File: src/rtl/acq_csr_pkg.sv
package acq_csr_pkg;

    localparam int NUM_CLR   = 3;
    localparam int QUAL_BIT  = 4;
    localparam int ENH_BIT   = 4;
    localparam int UPPER_LSB = 5;
    localparam int UPPER_W   = 3;

    typedef enum logic [1:0] {
        CLR_IRQ  = 2'd0,
        CLR_TRIG = 2'd1,
        CLR_XIRQ = 2'd2
    } clr_idx_t;

    typedef enum logic [1:0] {
        HIT_NONE = 2'd0,
        HIT_CSR  = 2'd1,
        HIT_MODE = 2'd2
    } hit_t;

    // Field order follows bit order 7..5 of the control register.
    typedef struct packed {
        logic pacer_fast;
        logic post_sel;
        logic armed;
    } upper_cfg_t;

    function automatic int pulse_cycles(longint unsigned clk_hz, longint unsigned width_ns);
        longint unsigned c;
        c = (clk_hz / 64'd1000) * width_ns / 64'd1000000;
        if (c < 64'd1) return 1;
        return int'(c);
    endfunction

    function automatic upper_cfg_t upper_from_byte(logic [7:0] d);
        upper_cfg_t u;
        u = upper_cfg_t'(d[UPPER_LSB +: UPPER_W]);
        return u;
    endfunction

endpackage

File: src/rtl/csr_bus_decode.sv
module csr_bus_decode
    import acq_csr_pkg::*;
#(
    parameter int ADDR_W = 4,
    parameter logic [ADDR_W-1:0] CSR_ADDR  = 'h2,
    parameter logic [ADDR_W-1:0] MODE_ADDR = 'h3
) (
    input  logic              wr_en,
    input  logic [ADDR_W-1:0] wr_addr,
    output hit_t              hit
);
    always_comb begin
        hit = HIT_NONE;
        if (wr_en) begin
            if (wr_addr == CSR_ADDR)       hit = HIT_CSR;
            else if (wr_addr == MODE_ADDR) hit = HIT_MODE;
        end
    end
endmodule

File: src/rtl/csr_qual_ctrl.sv
module csr_qual_ctrl
    import acq_csr_pkg::*;
(
    input  logic               clk,
    input  logic               rst,
    input  logic               csr_wr,
    input  logic               mode_wr,
    input  logic [7:0]         wr_data,
    output logic               enh_mode,
    output logic               qual,
    output upper_cfg_t         cfg,
    output logic [NUM_CLR-1:0] clr_fire
);
    logic       unused_bits;
    upper_cfg_t cfg_next;
    logic       qual_next;
    logic       enh_next;

    assign unused_bits = wr_data[3];

    always_comb begin
        enh_next  = enh_mode;
        qual_next = qual;
        cfg_next  = cfg;
        if (mode_wr) enh_next = wr_data[ENH_BIT];
        if (csr_wr && enh_mode) qual_next = wr_data[QUAL_BIT];
        // The gate uses the qualifier held before this write.
        if (csr_wr && qual) cfg_next = upper_from_byte(wr_data);
    end

    always_comb begin
        clr_fire = '0;
        if (csr_wr && enh_mode) clr_fire = wr_data[NUM_CLR-1:0];
    end

    always_ff @(posedge clk) begin
        if (rst) begin
            enh_mode <= 1'b0;
            qual     <= 1'b0;
            cfg      <= '0;
        end else begin
            enh_mode <= enh_next;
            qual     <= qual_next;
            cfg      <= cfg_next;
        end
    end
endmodule

File: src/rtl/csr_pulse_timer.sv
module csr_pulse_timer #(
    parameter int CYC = 30
) (
    input  logic clk,
    input  logic rst,
    input  logic fire,
    output logic pulse
);
    localparam int CW = $clog2(CYC + 1);

    logic [CW-1:0] remain;

    always_ff @(posedge clk) begin
        if (rst)                 remain <= '0;
        else if (fire)           remain <= CW'(CYC);
        else if (remain != '0)   remain <= remain - 1'b1;
    end

    assign pulse = (remain != '0);
endmodule

File: src/rtl/acq_ctl_csr.sv
module acq_ctl_csr
    import acq_csr_pkg::*;
#(
    parameter int ADDR_W = 4,
    parameter logic [ADDR_W-1:0] CSR_ADDR  = 'h2,
    parameter logic [ADDR_W-1:0] MODE_ADDR = 'h3,
    parameter longint CLK_HZ   = 125000000,
    parameter longint PULSE_NS = 1500
) (
    input  logic              clk,
    input  logic              rst,
    input  logic              wr_en,
    input  logic [ADDR_W-1:0] wr_addr,
    input  logic [7:0]        wr_data,
    output logic              clr_irq_o,
    output logic              clr_trig_o,
    output logic              clr_xirq_o,
    output logic              armed_o,
    output logic              post_sel_o,
    output logic              pacer_fast_o
);
    localparam int PULSE_CYC = pulse_cycles(CLK_HZ, PULSE_NS);

    hit_t               hit;
    logic               csr_wr;
    logic               mode_wr;
    logic               enh_mode;
    logic               qual;
    upper_cfg_t         cfg;
    logic [NUM_CLR-1:0] clr_fire;
    logic [NUM_CLR-1:0] clr_vec;

    csr_bus_decode #(
        .ADDR_W(ADDR_W), .CSR_ADDR(CSR_ADDR), .MODE_ADDR(MODE_ADDR)
    ) u_dec (
        .wr_en(wr_en), .wr_addr(wr_addr), .hit(hit)
    );

    assign csr_wr  = (hit == HIT_CSR);
    assign mode_wr = (hit == HIT_MODE);

    csr_qual_ctrl u_ctrl (
        .clk(clk), .rst(rst), .csr_wr(csr_wr), .mode_wr(mode_wr),
        .wr_data(wr_data), .enh_mode(enh_mode), .qual(qual),
        .cfg(cfg), .clr_fire(clr_fire)
    );

    for (genvar k = 0; k < NUM_CLR; k++) begin : g_clr
        csr_pulse_timer #(.CYC(PULSE_CYC)) u_tmr (
            .clk(clk), .rst(rst), .fire(clr_fire[k]), .pulse(clr_vec[k])
        );
    end

    assign clr_irq_o    = clr_vec[CLR_IRQ];
    assign clr_trig_o   = clr_vec[CLR_TRIG];
    assign clr_xirq_o   = clr_vec[CLR_XIRQ];
    assign armed_o      = cfg.armed;
    assign post_sel_o   = cfg.post_sel;
    assign pacer_fast_o = cfg.pacer_fast;
endmodule

File: config.mk
export PLATFORM = sky130hd
export DESIGN_NAME = acq_ctl_csr
export DESIGN_NICKNAME = d
export VERILOG_FILES = /design/src/rtl/acq_csr_pkg.sv /design/src/rtl/csr_bus_decode.sv /design/src/rtl/csr_qual_ctrl.sv /design/src/rtl/csr_pulse_timer.sv /design/src/rtl/acq_ctl_csr.sv
export SDC_FILE = /design/constraint.sdc
export NUM_CORES = 1
export LEC_CHECK = 0
export ABC_AREA = 1
export ABC_CLOCK_PERIOD_IN_PS = 1100
export BUFFER_PORTS_ARGS = -buffer_cell sky130_fd_sc_hd__buf_2
export CORE_MARGIN = 5
export CORE_UTILIZATION = 30
export CTS_CLUSTER_DIAMETER = 120
export DETAILED_ROUTE_END_ITERATION = 6
export GPL_ROUTABILITY_DRIVEN = 0
export MAX_ROUTING_LAYER = met4
export SLEW_MARGIN = 0
export SYNTH_ARGS = -nofsm -noshare
export SYNTH_HDL_FRONTEND = slang
export SYNTH_HIERARCHICAL = 1
export SYNTH_SLANG_ARGS = --single-unit
File: constraint.sdc
create_clock -name clk -period 1.1 [get_ports clk]
set_input_delay 0.055 -clock clk [delete_from_list [all_inputs] [get_ports clk]]
set_output_delay 0.055 -clock clk [all_outputs]
set_load 0.02 [all_outputs]
==> results.md, run 1 <==
* Violated checks: negative setup slack
* Clock sinks at 29
* Layout Nets at 321
* Fin Hold WS at 0.00565 ns
* Initial antenna violation count at 0
* Longest Clk Path Bufs at 2
* # DRC at 0
* Total die area at 7200 µm²
* Max frequency at 769 MHz
* Finished Core Util at 45.0%
* Row cnt at 27
* Most frequent cells after synthesis: nand2_1, inv_1, nor2_1
* First-pass GRT wire length at 7090 µm
* DRT iter0 DRCs at 124
* Root Buffer: clkbuf_8
* Vias in the first global route at 1665
* ANT cells at 0
* Synth top area share at 34.5%
* Area delta synth->final at 46.4%
* Sw Share at 42.9%
* Distinct cells, synth at 20
* Critical Path Start Type: flop
* Primary FF master, synth: dfxtp_1
* R2R Setup Slk at -0.19 ns
* Avg Cell Area, Syn at 6.89 µm²
* Synth async-reset ratio at 0%
* Via density at 4.58
* Final setup viols at 27
* Post-layout minimum cycle time at 1.30 ns
* Max-cap viol count at 0
* Synth top area cells: dfxtp_1, nand2_1, inv_1
* Starting density of the core at 30.7%
* Reg power frac at 22.8%
* Least-Margin Pin Slew at 0.391 ns
* Met2 routed WL at 2180 µm
* Synthesized area at 1680 µm²
* Power Dens Cells at 3000 nW/µm²
* Final Hold Viols at 0
* Critical Path End Type: primary output
* Chip width at 84.9 µm
* Status: finished with violations
* Post-synth EDFFs at 0
* Largest net degree at the start of global routing at 13
* Worst Skew at 0.00136 ns
* Cell count after synthesis at 244
* Proportion of layout cells with a drive suffix above 1 at 45.2%
* WP data required at 1.04 ns
* Highest routed layer: met4
* Worst skew pair latency at 0.28 ns
* Kind of critical path: flop to primary output
* Detailed-router iteration count before antenna repair at 4
* Worst vdd ir at 1.45 mV
* Worst hold path type: input port to flop
* Placeable core area at 5470 µm²
* DP HPWL at 2840 µm
* RSZ-0062 raised after global routing: yes
* Final ANT Viol Nets at 0
* Most frequent cell after synthesis: nand2_1
* Post-synth top area cell: dfxtp_1
* Final slew viol count at 0
* IO Pins at 21
* Met3 wire length at 138 µm
* Combinational share of power at 63.9%
* Seq cells post-synth at 29
* Internal power at 0.00421 W
* WL final at 4150 µm
* GRT Total Usage at 12.6%
* Post-route clock period utilization at 118%
* Critical path fanouts, max at 2
* Sequential fraction of the synthesis area at 34.5%
* DR WL/cell at 11.1 µm
* Switch Pwr at 0.00317 W
* Die height at 84.9 µm
* GR Overflow Total at 0
* Pleak at 1.18 nW
* Synthesized Nets at 265
* Reg clk slew, reported paths at 0.06 ns
* Wl on met1 at 1750 µm
* TritonCTS buffer count at 5
* Worst EP arrival at 1.25 ns
* Port bufs at 19
* Total power at 0.00738 W
* TritonCTS clock tree: done
* Syn. warnings at 6
* H-tree level count at 2
* Clock share of power at 13.4%
* Total Neg Setup Slack at -3.01 ns
* Slew headroom at 73.9%
* Routed via count at 1709
* Final setup margin at -0.201 ns
==> what timing repair did <==
item                                   in CTS  in global routing
setup endpoints to repair                  27                 27
hold buffers                                1                  0
buffers inserted                           10                  3
endpoints found under the hold margin       1                  0
gates resized for setup                    40                  9
pin swaps                                  23                  7
==> cell usage in the layout (no fill, tap or decap), types with 5 or more instances in the layout <==
cell and count:
nor2_1 33, nand2_2 13, nor2_2 6, inv_2 13, nand3_2 13, buf_2 16, ha_4 6, clkbuf_8 7
buf_4 25, dfxtp_2 6, nand3_1 12, buf_6 5, a21oi_1 9, nand2_1 39, inv_1 29, dfxtp_1 23
nand4_1 6, a21oi_2 8
==> metal layers <==
layer / global-route usage [%] / vias up
met4: 5.18 / 0
met3: 3.01 / 7
met2: 22.5 / 29
met5: - / -
met1: 13.1 / 793
li1: - / 880
==> stage by stage <==
| stage | area, µm² | cells | setup WS, ns |
|---|---|---|---|
| floorplan | 1740 | 244 | -0.129 |
| global placement | 2090 | 357 | -0.274 |
| detailed placement | 2090 | 357 | -0.280 |
| CTS | 2420 | 373 | -0.188 |
| global route | 2460 | 373 | -0.272 |
| finish | 2460 | 373 | -0.201 |
==> worst max-delay path: stages, from the launching register on <==
cell,delay (ns)
dfxtp_2,0.33
inv_4,0.06
ha_4,0.12
inv_2,0.04
nor3_4,0.19
nand2_4,0.09
buf_6,0.13
==> power groups by stage <==
stage / registers, W / logic [W] / clock network (W)
global placement: 0.00168 / 0.00369 / 0
CTS: 0.00168 / 0.00451 / 0.00102
global route: 0.00172 / 0.00516 / 0.00107
floorplan: 0.00167 / 0.00276 / 0
finish: 0.00168 / 0.00472 / 0.000986
detailed placement: 0.00168 / 0.00371 / 0
==> worst paths after layout <==
check,from,endpoint,cells after the start
max,g_clr[2].u_tmr/remain[0]$_SDFFE_PP0P_,clr_xirq_o,6
min,wr_data[7],u_ctrl/cfg[2]$_SDFFE_PP0P_,3
max reg2reg,g_clr[2].u_tmr/remain[0]$_SDFFE_PP0P_,g_clr[2].u_tmr/remain[0]$_SDFFE_PP0P_,8
min reg2reg,u_ctrl/cfg[0]$_SDFFE_PP0P_,u_ctrl/cfg[0]$_SDFFE_PP0P_,4
==> area by class of cell <==
type / count / area [µm²]
clock inverter: 1 / 5.00
clock buffer: 7 / 96.3
sequential: 29 / 588
tap: 72 / 90.1
multi-input combinational: 170 / 1140
inverter: 45 / 176
fill: 562 / 3010
timing repair buffer: 49 / 364
==> sequential cells by signal (all words and copies together) (netlist names) <==
signal              count
u_ctrl/qual             1
g_clr.u_tmr/remain     24
u_ctrl/enh_mode         1
u_ctrl/cfg              3
==> kinds of logic after synthesis <==
logic type	share of synthesized area [%]
AOI/OAI and AO/OA	6.55
xor gates and xnor gates	3.13
adders and majority gates	4.46
buffers and inverters	10.0
DFF	34.5
and+or+nand+nor	41.3
No activity file was read; power rests on OpenSTA's default activity.
==> run 2: changes to the inputs <==
ABC_AREA = not set   (was 1)
ABC_CLOCK_PERIOD_IN_PS = 1600   (was 1100)
SYNTH_HIERARCHICAL = not set   (was 1)
clock period = 1.6 ns   (was 1.1 ns; I/O delays follow)
==> results.md, run 2 <==
* Most frequent cell after synthesis: dfxtp_1 (was nand2_1)
* Root Buffer: clkbuf_8 (unchanged)
* Final Hold Viols at 0 (unchanged)
* Most frequent cells in the layout: dfxtp_1, buf_2, a21oi_1, buf_4, nor2_1 (was nand2_1, nor2_1, inv_1)
* Cell count after synthesis at 158 (was 244)
* Sw Share at 35.2% (was 42.9%)
* DRT iter0 DRCs at 45 (was 124)
* Critical path fanouts, max at 4 (was 2)
* DP HPWL at 2030 µm (was 2840 µm)
* Post-route non-filler standard cell count at 250 (was 373)
* WP data required at 1.52 ns (was 1.04 ns)
* Hold endpoint: u_ctrl.cfg[1]$_SDFFE_PP0P_ (was u_ctrl/cfg[2]$_SDFFE_PP0P_)
* Reg clk slew, reported paths at 0.07 ns (was 0.06 ns)
* WHS Path Cells at 3 (unchanged)
* Post-layout minimum cycle time at 1.58 ns
* Final ANT Viol Nets at 0 (unchanged)
* TritonCTS buffer count at 5 (unchanged)
* ANT cells at 0 (unchanged)
* Vias in the first global route at 1150 (was 1665)
* Total die area at 6300 µm² (was 7200 µm²)
* # fillers at 473 (was 562)
* Synthesized area at 1440 µm² (was 1680 µm²)
* Via density at 4.91 (was 4.58)
* Max frequency at 634 MHz
* Max reg flops at 24 (unchanged)
* Die height at 79.3 µm (was 84.9 µm)
* Kind of critical path: flop to primary output (unchanged)
* Layout Nets at 215 (was 321)
* Avg Cell Area, Syn at 9.13 µm² (was 6.89 µm²)
* Total Neg Setup Slack at 0 ns (was -3.01 ns)
* Internal power at 0.00263 W (was 0.00421 W)
* Synth top area share at 40.2% (was 34.5%)
* Distinct cells, synth at 40 (was 20)
* Post-route clock period utilization at 98.6%
* H-tree level count at 2 (unchanged)
* TritonCTS clock tree: done (unchanged)
* RSZ-0062 raised after global routing: yes (unchanged)
* Placed cell count at 238 (was 357)
* Clock share of power at 19.4% (was 13.4%)
* Max-cap viol count at 0 (unchanged)
* Syn. warnings at 0 (was 6)
* Status: finished clean (was finished with violations)
* Worst Hold Launch: wr_data[6] (was wr_data[7])
* Slew headroom at 69.8% (was 73.9%)
* Detailed-router iteration count before antenna repair at 4 (unchanged)
* GR Overflow Total at 0 (unchanged)
* GRT Total Usage at 10.4% (was 12.6%)
* Power Dens Cells at 2160 nW/µm² (was 3000 nW/µm²)
* Least-Margin Pin Slew at 0.453 ns (was 0.391 ns)
* DR WL/cell at 11.6 µm (was 11.1 µm)
* Row cnt at 25 (was 27)
* Synth async-reset ratio at 0% (unchanged)
* Reg power frac at 29.0% (was 22.8%)
* Starting density of the core at 30.7% (about the same)
* Switch Pwr at 0.00142 W (was 0.00317 W)
* Synth top area cells: dfxtp_1, mux2i_1, a21oi_1 (was dfxtp_1, nand2_1, inv_1)
* Worst EP arrival at 1.50 ns (was 1.25 ns)
* Largest net degree at the start of global routing at 25 (was 13)
* Port bufs at 19 (unchanged)
* Most frequent cells after synthesis: dfxtp_1, a21oi_1, nor2_1 (was nand2_1, inv_1, nor2_1)
* Post-synth top area cell: dfxtp_1 (unchanged)
* Worst Skew at 0.00916 ns (was 0.00136 ns)
* Fin Hold WS at 0.0272 ns (was 0.00565 ns)
* Register with the most flip-flops: g_clr.u_tmr.remain (was g_clr.u_tmr/remain)
* Crit Reg-Reg Endpoint: g_clr[0].u_tmr.remain[3]$_SDFFE_PP0P_ (was g_clr[2].u_tmr/remain[0]$_SDFFE_PP0P_)
* Critical Path Start Type: flop (unchanged)
* Top Registers: g_clr.u_tmr.remain (24), u_ctrl.cfg (3) (was g_clr.u_tmr/remain (24), u_ctrl/cfg (3))
* Chip width at 79.3 µm (was 84.9 µm)
* Primary FF master, synth: dfxtp_1 (unchanged)
* Combinational share of power at 51.5% (was 63.9%)
* Final slew viol count at 0 (unchanged)
* R2R depth at 8 (unchanged)
* Sequential fraction of the synthesis area at 40.2% (was 34.5%)
* Worst hold path type: input port to flop (unchanged)
* Commonest non-fill, non-tap cell in the layout: dfxtp_1 (was nand2_1)
* Area delta synth->final at 29.9% (was 46.4%)
* Worst skew pair latency at 0.28 ns (about the same)
* # DRC at 0 (unchanged)
* Routed via count at 1227 (was 1709)
* Pleak at 0.812 nW (was 1.18 nW)
* Worst vdd ir at 1.19 mV (was 1.45 mV)
* Synthesized Nets at 178 (was 265)
* Clock sinks at 29 (unchanged)
* Proportion of layout cells with a drive suffix above 1 at 31.6% (was 45.2%)
* R2R Setup Slk at 0.06 ns (was -0.19 ns)
* Final setup viols at 0 (was 27)
* Post-synth EDFFs at 0 (unchanged)
* Placeable core area at 4690 µm² (was 5470 µm²)
* First-pass GRT wire length at 4990 µm (was 7090 µm)
* Worst r2r src: g_clr[0].u_tmr.remain[1]$_SDFFE_PP0P_ (was g_clr[2].u_tmr/remain[0]$_SDFFE_PP0P_)
* Critical Path End Type: primary output (unchanged)
* IO Pins at 21 (unchanged)
* Longest Clk Path Bufs at 2 (unchanged)
* Initial antenna violation count at 0 (unchanged)
* WL final at 2910 µm (was 4150 µm)
* Seq cells post-synth at 29 (unchanged)
## run 2: changes by cell type after synthesis, sizes merged, moves of 7 or more
cell and change:
a31oi +7, inv -36, nand2 -43, nand3 -21, mux2i +9, nor2 -29
## run 2: how the worst max path moves through the flow
stage                                                     start                                     to  slack, ns  depth (start not counted)
after global routing      g_clr[0].u_tmr.remain[1]$_SDFFE_PP0P_                              clr_irq_o      -0.07                          7
after detailed placement  g_clr[0].u_tmr.remain[1]$_SDFFE_PP0P_  g_clr[0].u_tmr.remain[5]$_SDFFE_PP0P_     -0.007                          6
after CTS                 g_clr[0].u_tmr.remain[1]$_SDFFE_PP0P_                              clr_irq_o       0.01                          7
after floorplan           g_clr[0].u_tmr.remain[0]$_SDFFE_PP0P_  g_clr[0].u_tmr.remain[5]$_SDFFE_PP0P_       0.03                          6
after global placement    g_clr[0].u_tmr.remain[1]$_SDFFE_PP0P_  g_clr[0].u_tmr.remain[5]$_SDFFE_PP0P_     -0.002                          6
final                     g_clr[0].u_tmr.remain[1]$_SDFFE_PP0P_                              clr_irq_o       0.02                          7
## run 2: cell type report
cell class              count  area, µm²  share of cell area (%)
clock inverters             1       30.0                    1.60
inverters                   9       33.8                    1.80
multi-input cells         116        851                    45.4
well taps                  54       67.6                    3.60
flip-flops and latches     29        583                    31.1
clock buffers               7       86.3                    4.61
repair buffers             34        223                    11.9
## run 2: power groups by stage
| stage | Clock [W] | Sequential, W | Combinational (W) |
|---|---|---|---|
| CTS | 0.000818 | 0.00117 | 0.00198 |
| global placement | 0 | 0.00116 | 0.00181 |
| floorplan | 0 | 0.00113 | 0.00139 |
| finish | 0.000787 | 0.00118 | 0.00209 |
| detailed placement | 0 | 0.00117 | 0.00184 |
| global route | 0.000854 | 0.00121 | 0.00235 |
## run 2: per-layer routing
| layer | vias to the layer above | wire length [µm] | global-route usage [%] |
|---|---|---|---|
| met5 | - | 0 | - |
| met4 | 0 | 54 | 4.64 |
| met3 | 6 | 128 | 3.74 |
| met2 | 22 | 1360 | 15.9 |
| met1 | 560 | 1360 | 12.2 |
| li1 | 639 | - | - |
## run 2: logic make-up after synthesis
family | share of synthesized area [%]
xor gates and xnor gates | 4.25
AOI/OAI and AO/OA | 12.8
muxes | 8.59
DFF | 40.2
buffers and inverters | 4.16
and+or+nand+nor | 25.6
adders and majority gates | 4.34
## run 2: worst max-delay path, stage by stage, from the launching register on
cell	delay (ns)
dfxtp_2	0.32
inv_1	0.10
ha_4	0.15
nor3b_2	0.15
buf_4	0.14
nand2_2	0.06
buf_6	0.15
buf_4	0.15
## run 2: repair_timing
item / 4_1_cts / 5_1_grt
setup endpoints to repair: 4 / 9
resized for setup: 7 / 8
endpoints found under the hold margin: 1 / 0
buffers inserted: 2 / 1
hold buffers: 1 / 0
pin swaps: 2 / 1
## run 2: through the flow
step / total power (W) / worst slack [ns] / util (%) / area (µm²)
after CTS: 0.00397 / 0.0125 / 39.1 / 1840
after global routing: 0.00442 / -0.0741 / 39.9 / 1870
final: 0.00405 / 0.0228 / 39.9 / 1870
after detailed placement: 0.00301 / -0.00728 / 35.6 / 1670
after floorplan: 0.00252 / 0.0262 / - / 1450
after global placement: 0.00297 / -0.00235 / 35.6 / 1670
==> run 3: changes to the inputs <==
REMOVE_ABC_BUFFERS = 1   (was not set)
==> results.md, run 3 (synthesized netlist as in run 2, its figures left out) <==
* Status: finished clean (unchanged)
* Critical Path Start Type: flop (unchanged)
* Worst Hold Launch: wr_data[2] (was wr_data[6])
* Combinational share of power at 57.1% (was 51.5%)
* R2R Setup Slk at 0.05 ns (was 0.06 ns)
* Detailed-router iteration count before antenna repair at 4 (unchanged)
* WP data required at 1.81 ns (was 1.52 ns)
* GRT Total Usage at 11.4% (was 10.4%)
* Pleak at 0.855 nW (was 0.812 nW)
* # fillers at 462 (was 473)
* Post-layout minimum cycle time at 1.55 ns (was 1.58 ns)
* Final slew viol count at 0 (unchanged)
* ANT cells at 0 (unchanged)
* R2R depth at 9 (was 8)
* Port bufs at 19 (unchanged)
* Critical path fanouts, max at 2 (was 4)
* GRT met2 Usage at 18.5% (was 15.9%)
* Slew headroom at 71.5% (was 69.8%)
* DRT iter0 DRCs at 66 (was 45)
* Placeable core area at 4690 µm² (unchanged)
* Initial antenna violation count at 0 (unchanged)
* Grt peak-use layer: met2 (unchanged)
* Layout Nets at 225 (was 215)
* WHS Path Cells at 2 (was 3)
* Final Hold Viols at 0 (unchanged)
* Reg power frac at 29.1% (was 29.0%)
* Reg clk slew, reported paths at 0.06 ns (was 0.07 ns)
* GR Overflow Total at 0 (unchanged)
* Worst hold path type: input port to flop (unchanged)
* Least-Margin Pin Slew at 0.427 ns (was 0.453 ns)
* Switch Pwr at 0.00154 W (was 0.00142 W)
* Worst vdd ir at 1.17 mV (was 1.19 mV)
* Chip width at 79.3 µm (unchanged)
* Power Dens Cells at 2130 nW/µm² (was 2160 nW/µm²)
* Starting density of the core at 30.7% (unchanged)
* Max frequency at 643 MHz (was 634 MHz)
* # DRC at 0 (unchanged)
* Worst r2r src: g_clr[0].u_tmr.remain[1]$_SDFFE_PP0P_ (unchanged)
* Fin Hold WS at 0.0201 ns (was 0.0272 ns)
* IO Pins at 21 (unchanged)
* Final setup viols at 0 (unchanged)
* Total power at 0.00416 W (was 0.00405 W)
* Max reg flops at 24 (unchanged)
* Worst skew pair latency at 0.28 ns (about the same)
* WL final at 3250 µm (was 2910 µm)
* TritonCTS clock tree: done (unchanged)
* Vias in the first global route at 1206 (was 1150)
* Routed via count at 1272 (was 1227)
* Clock share of power at 13.9% (was 19.4%)
* Met3 Resource Use GR at 3.63% (was 3.74%)
* Top Registers: g_clr.u_tmr.remain (24), u_ctrl.cfg (3) (unchanged)
* Register with the most flip-flops: g_clr.u_tmr.remain (unchanged)
* Clock sinks at 29 (unchanged)
* Die height at 79.3 µm (unchanged)
* Row cnt at 25 (unchanged)
* Sw Share at 37.0% (was 35.2%)
* Proportion of layout cells with a drive suffix above 1 at 37.4% (was 31.6%)
* Worst Skew at 0.00601 ns (was 0.00916 ns)
* Total die area at 6300 µm² (unchanged)
* Internal power at 0.00262 W (was 0.00263 W)
* Max-cap viol count at 0 (unchanged)
* Worst EP arrival at 1.76 ns (was 1.50 ns)
* Via density at 4.89 (was 4.91)
* Hold endpoint: g_clr[2].u_tmr.remain[6]$_SDFFE_PP0P_ (was u_ctrl.cfg[1]$_SDFFE_PP0P_)
* DR WL/cell at 12.5 µm (was 11.6 µm)
* First-pass GRT wire length at 5460 µm (was 4990 µm)
* H-tree level count at 2 (unchanged)
* Largest net degree at the start of global routing at 24 (was 25)
* Final ANT Viol Nets at 0 (unchanged)
* Longest Clk Path Bufs at 2 (unchanged)
* Root Buffer: clkbuf_8 (unchanged)
* Critical Path End Type: flop (was primary output)
* Crit Reg-Reg Endpoint: g_clr[0].u_tmr.remain[1]$_SDFFE_PP0P_ (was g_clr[0].u_tmr.remain[3]$_SDFFE_PP0P_)
* Kind of critical path: flop to flop (was flop to primary output)
* DP HPWL at 2090 µm (was 2030 µm)
* TritonCTS buffer count at 5 (unchanged)
* Area delta synth->final at 35.7% (was 29.9%)
* Post-route clock period utilization at 97.1% (was 98.6%)
* Met1 Usage GRT at 13.1% (was 12.2%)
* Most frequent cells in the layout: dfxtp_1, buf_4, buf_2 (was dfxtp_1, buf_2, a21oi_1, buf_4, nor2_1)
run 3: changes by cell type in the layout (fill, tap and decap cells not counted), sizes merged:
cell,previous run,this run
bufinv,1,0
buf,33,43
clkbuf,7,6
clkinv,0,2
run 3: per-layer routing:
layer  vias up  part of all wire [%]
li1        663                     -
met2        26                    50
met5         -                     0
met1       577                    44
met4         0                   1.7
met3         6                   4.2
run 3: worst max-delay path, cell delays in order, from the launching register on:
cell and delay, ns:
dfxtp_2 0.32, inv_1 0.05, buf_4 0.12, buf_4 0.12
buf_4 0.12, buf_4 0.12, buf_4 0.12, buf_4 0.12
mux2_1 0.27, a21oi_1 0.11
run 3: timing repair:
action	4_1_cts	5_1_grt
resized for setup	8	19
setup endpoints to repair	4	10
hold endpoints to repair	1	0
hold buffers	1	0
pin swaps	3	6
setup buffers	10	2
run 3: layout make-up:
type | instances | area, µm² | share of cell area [%]
repair buffers | 44 | 294 | 15.0
inverters | 9 | 33.8 | 1.73
clock inverters | 2 | 10.0 | 0.511
clock buffers | 6 | 72.6 | 3.71
multi-input cells | 116 | 892 | 45.6
flip-flops and latches | 29 | 588 | 30.0
well taps | 54 | 67.6 | 3.45
run 3: worst max path at each step:
stage | from | end | cells after the start
3_3_place_gp | g_clr[0].u_tmr.remain[1]$_SDFFE_PP0P_ | g_clr[0].u_tmr.remain[5]$_SDFFE_PP0P_ | 6
5_1_grt | g_clr[0].u_tmr.remain[0]$_SDFFE_PP0P_ | g_clr[0].u_tmr.remain[5]$_SDFFE_PP0P_ | 6
2_1_floorplan | g_clr[2].u_tmr.remain[0]$_SDFFE_PP0P_ | g_clr[2].u_tmr.remain[1]$_SDFFE_PP0P_ | 6
4_1_cts | g_clr[2].u_tmr.remain[0]$_SDFFE_PP0P_ | clr_xirq_o | 6
6_report | g_clr[0].u_tmr.remain[1]$_SDFFE_PP0P_ | g_clr[0].u_tmr.remain[1]$_SDFFE_PP0P_ | 9
3_5_place_dp | g_clr[0].u_tmr.remain[1]$_SDFFE_PP0P_ | g_clr[0].u_tmr.remain[5]$_SDFFE_PP0P_ | 6
run 3: power by group through the flow:
stage	registers (W)	logic (W)	clock network, W
detailed placement	0.00115	0.00186	0
global placement	0.00115	0.00183	0
finish	0.00121	0.00238	0.000578
CTS	0.00117	0.00215	0.000605
global route	0.00125	0.00264	0.000641
floorplan	0.00113	0.00135	0
run 3: through the flow:
step                      area [µm²]  instances  setup slack (ns)  utilization (%)  setup TNS (ns)
after global routing            1960        260          -0.00953             41.7        -0.00953
final                           1960        260            0.0460             41.7               0
after detailed placement        1670        239           -0.0183             35.6         -0.0183
after floorplan                 1420        154           -0.0108                -         -0.0195
after CTS                       1880        258           0.00945             40.0               0
after global placement          1670        239          -0.00911             35.6        -0.00911
